[config.mk]
export PLATFORM = sky130hd
export DESIGN_NAME = win3_sweeper
export DESIGN_NICKNAME = d
export VERILOG_FILES = /design/src/rtl/win3_pkg.sv /design/src/rtl/win3_fetch_seq.sv /design/src/rtl/win3_window.sv /design/src/rtl/win3_emit.sv /design/src/rtl/win3_sweeper.sv
export SDC_FILE = /design/constraint.sdc
export NUM_CORES = 1
export LEC_CHECK = 0
export ABC_AREA = 1
export BUFFER_PORTS_ARGS = -buffer_cell sky130_fd_sc_hd__clkbuf_2
export CAP_MARGIN = 5
export CELL_PAD_IN_SITES_DETAIL_PLACEMENT = 0
export CELL_PAD_IN_SITES_GLOBAL_PLACEMENT = 1
export CORE_UTILIZATION = 45
export DETAILED_ROUTE_END_ITERATION = 10
export PLACE_DENSITY_LB_ADDON = 0.3
export SETUP_SLACK_MARGIN = 0.1
export SYNTH_ARGS = -nofsm -noshare
export SYNTH_HDL_FRONTEND = slang
export SYNTH_SLANG_ARGS = --single-unit
[constraint.sdc]
create_clock -name clk -period 9.7 [get_ports clk]
set_input_delay 2.425 -clock clk [delete_from_list [all_inputs] [get_ports clk]]
set_output_delay 2.425 -clock clk [all_outputs]
set_load 0.02 [all_outputs]
[src/rtl/win3_pkg.sv]
`timescale 1ns/1ps
package win3_pkg;
  typedef logic [7:0] pixel_t;

  // tag that travels alongside each read request
  typedef struct packed {
    logic       live;  // a read was issued
    logic [1:0] lane;  // 0 top, 1 middle, 2 bottom pixel of the column
    logic       emit;  // column completion produces a window
  } rd_tag_t;
endpackage

[src/rtl/win3_fetch_seq.sv]
`timescale 1ns/1ps
module win3_fetch_seq
  import win3_pkg::*;
#(
  parameter int IMG_W  = 640,
  parameter int IMG_H  = 480,
  parameter int ADDR_W = $clog2(IMG_W * IMG_H),
  parameter int COL_W  = $clog2(IMG_W),
  parameter int ROW_W  = $clog2(IMG_H)
) (
  input  logic              clk,
  input  logic              rst,
  input  logic              start,
  input  logic              sweep_end,
  output logic [ADDR_W-1:0] mem_addr,
  output rd_tag_t           tag_o
);
  localparam logic [COL_W-1:0] COL_LAST = COL_W'(IMG_W - 1);
  localparam logic [ROW_W-1:0] CROW_LAST = ROW_W'(IMG_H - 2);

  logic             active, issuing;
  logic [COL_W-1:0] fcol;
  logic [ROW_W-1:0] crow;
  logic [1:0]       lane;
  logic [ADDR_W-1:0] pix_row, rd_addr;

  assign pix_row = ADDR_W'(crow) + ADDR_W'(lane) - ADDR_W'(1);
  assign rd_addr = pix_row * ADDR_W'(IMG_W) + ADDR_W'(fcol);

  always_ff @(posedge clk) begin
    if (rst) begin
      active   <= 1'b0;
      issuing  <= 1'b0;
      fcol     <= '0;
      crow     <= '0;
      lane     <= '0;
      mem_addr <= '0;
      tag_o    <= '0;
    end else begin
      tag_o <= '0;
      if (!active && start) begin
        active  <= 1'b1;
        issuing <= 1'b1;
        fcol    <= '0;
        crow    <= ROW_W'(1);
        lane    <= '0;
      end else if (sweep_end) begin
        active <= 1'b0;
      end
      if (issuing) begin
        mem_addr   <= rd_addr;
        tag_o.live <= 1'b1;
        tag_o.lane <= lane;
        tag_o.emit <= (lane == 2'd2) && (fcol >= COL_W'(2));
        if (lane == 2'd2) begin
          lane <= '0;
          if (fcol == COL_LAST) begin
            fcol <= '0;
            if (crow == CROW_LAST) issuing <= 1'b0;
            else                   crow    <= crow + 1'b1;
          end else begin
            fcol <= fcol + 1'b1;
          end
        end else begin
          lane <= lane + 1'b1;
        end
      end
    end
  end
endmodule

[src/rtl/win3_window.sv]
`timescale 1ns/1ps
module win3_window
  import win3_pkg::*;
(
  input  logic        clk,
  input  logic        rst,
  input  rd_tag_t     tag_i,
  input  pixel_t      rd_data,
  output logic [63:0] nbr_o,
  output logic        emit_o
);
  rd_tag_t tag_d;
  pixel_t  stage_top, stage_mid;
  pixel_t  col_in [3];
  pixel_t  win [3][3];  // [row][col], row 0 top, col 0 left
  logic    shift_en;

  assign shift_en  = tag_d.live && (tag_d.lane == 2'd2);
  assign col_in[0] = stage_top;
  assign col_in[1] = stage_mid;
  assign col_in[2] = rd_data;

  always_ff @(posedge clk) begin
    if (rst) begin
      tag_d     <= '0;
      emit_o    <= 1'b0;
      stage_top <= '0;
      stage_mid <= '0;
    end else begin
      tag_d  <= tag_i;
      emit_o <= shift_en && tag_d.emit;
      if (tag_d.live && tag_d.lane == 2'd0) stage_top <= rd_data;
      if (tag_d.live && tag_d.lane == 2'd1) stage_mid <= rd_data;
    end
  end

  for (genvar gr = 0; gr < 3; gr++) begin : g_row
    always_ff @(posedge clk) begin
      if (rst) begin
        win[gr][0] <= '0;
        win[gr][1] <= '0;
        win[gr][2] <= '0;
      end else if (shift_en) begin
        win[gr][0] <= win[gr][1];
        win[gr][1] <= win[gr][2];
        win[gr][2] <= col_in[gr];
      end
    end
  end

  assign nbr_o = {win[2][2], win[2][1], win[2][0], win[1][2],
                  win[1][0], win[0][2], win[0][1], win[0][0]};
endmodule

[src/rtl/win3_emit.sv]
`timescale 1ns/1ps
module win3_emit #(
  parameter int IMG_W = 640,
  parameter int IMG_H = 480,
  parameter int COL_W = $clog2(IMG_W),
  parameter int ROW_W = $clog2(IMG_H)
) (
  input  logic             clk,
  input  logic             rst,
  input  logic             emit_i,
  input  logic [63:0]      nbr_i,
  output logic             win_valid,
  output logic [63:0]      win_pixels,
  output logic [COL_W-1:0] out_col,
  output logic [ROW_W-1:0] out_row,
  output logic             done
);
  localparam logic [COL_W-1:0] OCOL_LAST = COL_W'(IMG_W - 3);
  localparam logic [ROW_W-1:0] OROW_LAST = ROW_W'(IMG_H - 3);

  logic [COL_W-1:0] ccnt;
  logic [ROW_W-1:0] rcnt;

  always_ff @(posedge clk) begin
    if (rst) begin
      win_valid  <= 1'b0;
      win_pixels <= '0;
      out_col    <= '0;
      out_row    <= '0;
      done       <= 1'b0;
      ccnt       <= '0;
      rcnt       <= '0;
    end else begin
      win_valid <= emit_i;
      done      <= win_valid && (out_col == OCOL_LAST) && (out_row == OROW_LAST);
      if (emit_i) begin
        win_pixels <= nbr_i;
        out_col    <= ccnt;
        out_row    <= rcnt;
        if (ccnt == OCOL_LAST) begin
          ccnt <= '0;
          rcnt <= (rcnt == OROW_LAST) ? '0 : rcnt + 1'b1;
        end else begin
          ccnt <= ccnt + 1'b1;
        end
      end
    end
  end
endmodule

[src/rtl/win3_sweeper.sv]
`timescale 1ns/1ps
module win3_sweeper
  import win3_pkg::*;
#(
  parameter  int IMG_W  = 640,
  parameter  int IMG_H  = 480,
  localparam int ADDR_W = $clog2(IMG_W * IMG_H),
  localparam int COL_W  = $clog2(IMG_W),
  localparam int ROW_W  = $clog2(IMG_H)
) (
  input  logic              clk,
  input  logic              rst,
  input  logic              start,
  output logic [ADDR_W-1:0] mem_addr,
  input  logic [7:0]        mem_rd_data,
  output logic              win_valid,
  output logic [63:0]       win_pixels,
  output logic [COL_W-1:0]  out_col,
  output logic [ROW_W-1:0]  out_row,
  output logic              done
);
  rd_tag_t     req_tag;
  logic [63:0] nbr;
  logic        emit;

  win3_fetch_seq #(
    .IMG_W(IMG_W), .IMG_H(IMG_H), .ADDR_W(ADDR_W), .COL_W(COL_W), .ROW_W(ROW_W)
  ) u_fetch (
    .clk(clk), .rst(rst), .start(start), .sweep_end(done),
    .mem_addr(mem_addr), .tag_o(req_tag)
  );

  win3_window u_window (
    .clk(clk), .rst(rst), .tag_i(req_tag), .rd_data(mem_rd_data),
    .nbr_o(nbr), .emit_o(emit)
  );

  win3_emit #(
    .IMG_W(IMG_W), .IMG_H(IMG_H), .COL_W(COL_W), .ROW_W(ROW_W)
  ) u_emit (
    .clk(clk), .rst(rst), .emit_i(emit), .nbr_i(nbr),
    .win_valid(win_valid), .win_pixels(win_pixels),
    .out_col(out_col), .out_row(out_row), .done(done)
  );
endmodule

==> impl_metrics.py <==
metrics = {
    "outcome": {
        "status": "finished, final reports clean",
    },
    "clock_network": {
        "cts_root_buf": "clkbuf_16",
        "cts_buffers": 26,
        "clock_sinks": 243,
        "cts_tree": "done",
        "htree_levels": 1,
        "cts_setup_buffers": 0,
        "cts_resized": 0,
        "ctsLongestPathBuffers": 3,
        "cts_hold_buf": 0,
        "clk_latency_ps": 520,
        "path_clk_slew_ps": 60,
    },
    "die": {
        "die_x_um": 154,
        "coreArea_mm2": 0.0226,
        "io_pins": 115,
        "die_area_mm2": 0.0237,
        "fp-row-count": 55,
        "die_h_um": 154,
        "start_util_pct": 45.9,
    },
    "synth": {
        "synth.area.top_cells": "dfxtp_1 33%, edfxtp_1 21%, nor2_1 7.4%, o21ai_0 6.0%, inv_1 6.0%",
        "synthFlopType": "dfxtp_1",
        "yosysUniqueCellTypes": 50,
        "syn-cell-area_mm2": 0.0104,
        "synth_top_cells_by_count": "205 x nor2_1, 171 x dfxtp_1, 165 x inv_1",
        "yosysTopAreaCell": "dfxtp_1",
        "synth-edff-count": 72,
        "yosys.cell_count.top_type": "nor2_1",
        "syn_inst": 1204,
        "synth_seq_area_share_pct": 53.8,
        "syn_nets": 1247,
        "yosys_warnings": 0,
        "synth_top_area_share_pct": 33.0,
        "ys_async_sr_fraction_pct": 0,
        "synth-seq-cells": 243,
        "avgSynthCellArea_um2": 8.62,
    },
    "timing": {
        "grt_setup_unrepaired": "no",
        "setup_viol": 0,
        "hold_viol_final": 0,
        "skew_ps": 14.6,
        "fin_tns_setup_ps": 0,
        "slew_violations": 0,
        "max_freq_ghz": 0.238,
        "relSlewSlack_pct": 26.9,
        "final.period_utilization_pct": 43.3,
        "worstMarginPinSlew_ps": 1100,
        "min_period_ps": 4200,
    },
    "job": {
        "maxCapViolations": 0,
    },
    "routing": {
        "drc_errors": 0,
        "drt_pre_antenna_iters": 4,
        "wl_um": 22000,
        "wl_per_cell_um": 13.7,
        "viasPerCell": 4.97,
        "drt_iter0_drc": 339,
        "ant_nets": 0,
        "vias": 7995,
    },
    "placed_design": {
        "gp_congestion": 0.808,
        "place.detailed.hpwl_um": 14600,
        "portBuffers": 114,
        "place_inst": 1560,
    },
    "worst_setup_path": {
        "start_kind": "register",
        "crit_chain": "ha_1, fa_1, nand2_1, inv_1, nor2_2, nor2_1, xnor2_1, ha_1, ha_1, fa_1, xor2_1, nand3_1, nor2_2, nand2_1, nor2_2, nand2_2, nor2_4, inv_1, nand2_1, nand3_1, nand2_1, inv_1",
        "path_common_cell": "nand2_1",
        "required_ps": 10120,
        "crit_arrival_ps": 4630,
        "r2r_slack_ps": 5500,
        "endpoint_kind": "register",
        "worstSetupPathType": "register to register",
        "critPathMaxFanout": 5,
        "slowest_delay_ps": 440,
        "slowest_stage": "fa_1",
    },
    "grt": {
        "gr-max-usage-layer": "met2",
        "globalRouteOverflowTotal": 0,
        "antenna_found_initial": 0,
        "grt_pass1_wl_um": 36000,
        "gr-usage-met2_pct": 28.4,
        "use_met3_pct": 2.54,
        "grt.met1_usage_pct": 27.5,
        "grt_start_max_net_pins": 123,
        "grt_pass1_vias": 7180,
        "grt_usage_pct": 18.6,
    },
    "min_path": {
        "min_path_type": "register to register",
    },
    "layout": {
        "layout-drive-gt1-share_pct": 15.9,
        "final_util_pct": 53.1,
        "finalNetCount": 1346,
        "diodes": 0,
        "nFillCells": 2130,
        "fin_cells": 1608,
        "area_growth_pct": 15.7,
    },
    "power_and_ir_drop": {
        "p_per_area_mw_per_mm2": 198,
        "ir_drop_uv": 126,
        "p_leak_nw": 5.13,
    },
}
## per-layer routing
| layer | part of all wire (%) | wire length (µm) | vias to the layer above |
|---|---|---|---|
| met5 | 0 | 0 | - |
| met3 | 3.9 | 849 | 29 |
| met2 | 44 | 9640 | 148 |
| met4 | 2.0 | 446 | 0 |
| li1 | - | - | 4137 |
| met1 | 50 | 11100 | 3681 |
## path summary, 6_finish.rpt
path                          from                   end  cells after the start
hold reg to reg   u_fetch.tag_o[3]     u_window.tag_d[3]                      2
hold / removal    u_fetch.tag_o[3]     u_window.tag_d[3]                      2
setup / recovery   u_fetch.lane[0]  u_fetch.mem_addr[18]                     22
setup reg to reg   u_fetch.lane[0]  u_fetch.mem_addr[18]                     22
## cell usage in the layout (no fill, tap or decap), types with 3 or more instances in the layout
cell type / Yosys / layout
clkbuf_1: 45 / 7
xnor2_1: 8 / 8
o21ai_1: 3 / 3
nand3b_1: 4 / 4
fa_1: 3 / 3
buf_4: 1 / 7
nor2_2: 8 / 8
clkbuf_2: 0 / 114
edfxtp_1: 72 / 72
clkbuf_16: 0 / 26
nand2_4: 5 / 5
nand3_1: 31 / 31
nand2_1: 96 / 95
o21ai_0: 125 / 125
nand3_2: 5 / 5
nor4_1: 5 / 5
a21oi_1: 113 / 113
clkinv_2: 1 / 4
nand2_2: 9 / 10
o22ai_1: 3 / 3
nand4_1: 14 / 14
clkinv_1: 2 / 6
inv_1: 165 / 164
inv_2: 7 / 8
xor2_1: 19 / 19
bufinv_16: 0 / 3
nor2_1: 205 / 205
nor3_1: 19 / 19
dfxtp_1: 171 / 170
a31oi_1: 3 / 3
ha_1: 29 / 29
## where the power goes
part	switching, W	internal (W)
Sequential	0.00000971	0.00107
Clock	0.000397	0.000584
Combinational	0.000211	0.000111
Total	0.000617	0.00176
## sequential cells by signal, indices dropped and copies added, names as in the netlist, 9 cells and up
name	count
u_window.win	72
u_emit.win_pixels	64
u_fetch.mem_addr	19
u_emit.ccnt	10
u_emit.out_col	10
u_fetch.fcol	10
u_emit.out_row	9
u_emit.rcnt	9
u_fetch.crow	9
## final cells by class
type                            count  area [µm²]  share of cell area, %
Sequential cell                   243        5590                   46.5
Timing Repair Buffer              121         623                   5.19
Multi-Input combinational cell    736        3930                   32.7
Clock buffer                       34         691                   5.75
Tap cell                          285         357                   2.97
Clock inverter                     14         161                   1.34
Inverter                          175         658                   5.48
## critical path, delay by kind of cell (launching register included)
family | cells | cell delay, ps
fa+ha+maj | 5 | 1650
simple gates | 12 | 1430
xor+xnor | 2 | 530
flops | 1 | 350
buf+inv | 3 | 130
## cell families after synthesis
group | share of synthesized area, %
AO/OA/AOI/OAI | 12.7
buffers and inverters | 8.38
XOR/XNOR | 2.28
AND/OR/NAND/NOR | 18.8
adder cells (fa/ha/maj) | 4.07
flip-flops | 53.8
## through the flow
step	total power [W]	setup WS, ps	instance area, µm²	hold WS, ps
after floorplan	0.00135	5680	10400	388
after global placement	0.00142	5090	11200	396
after detailed placement	0.00142	5020	11200	394
after CTS	0.00240	5470	12000	401
after global routing	0.00248	5160	12000	419
final	0.00238	5500	12000	401
(Power assumes the default switching activity.)
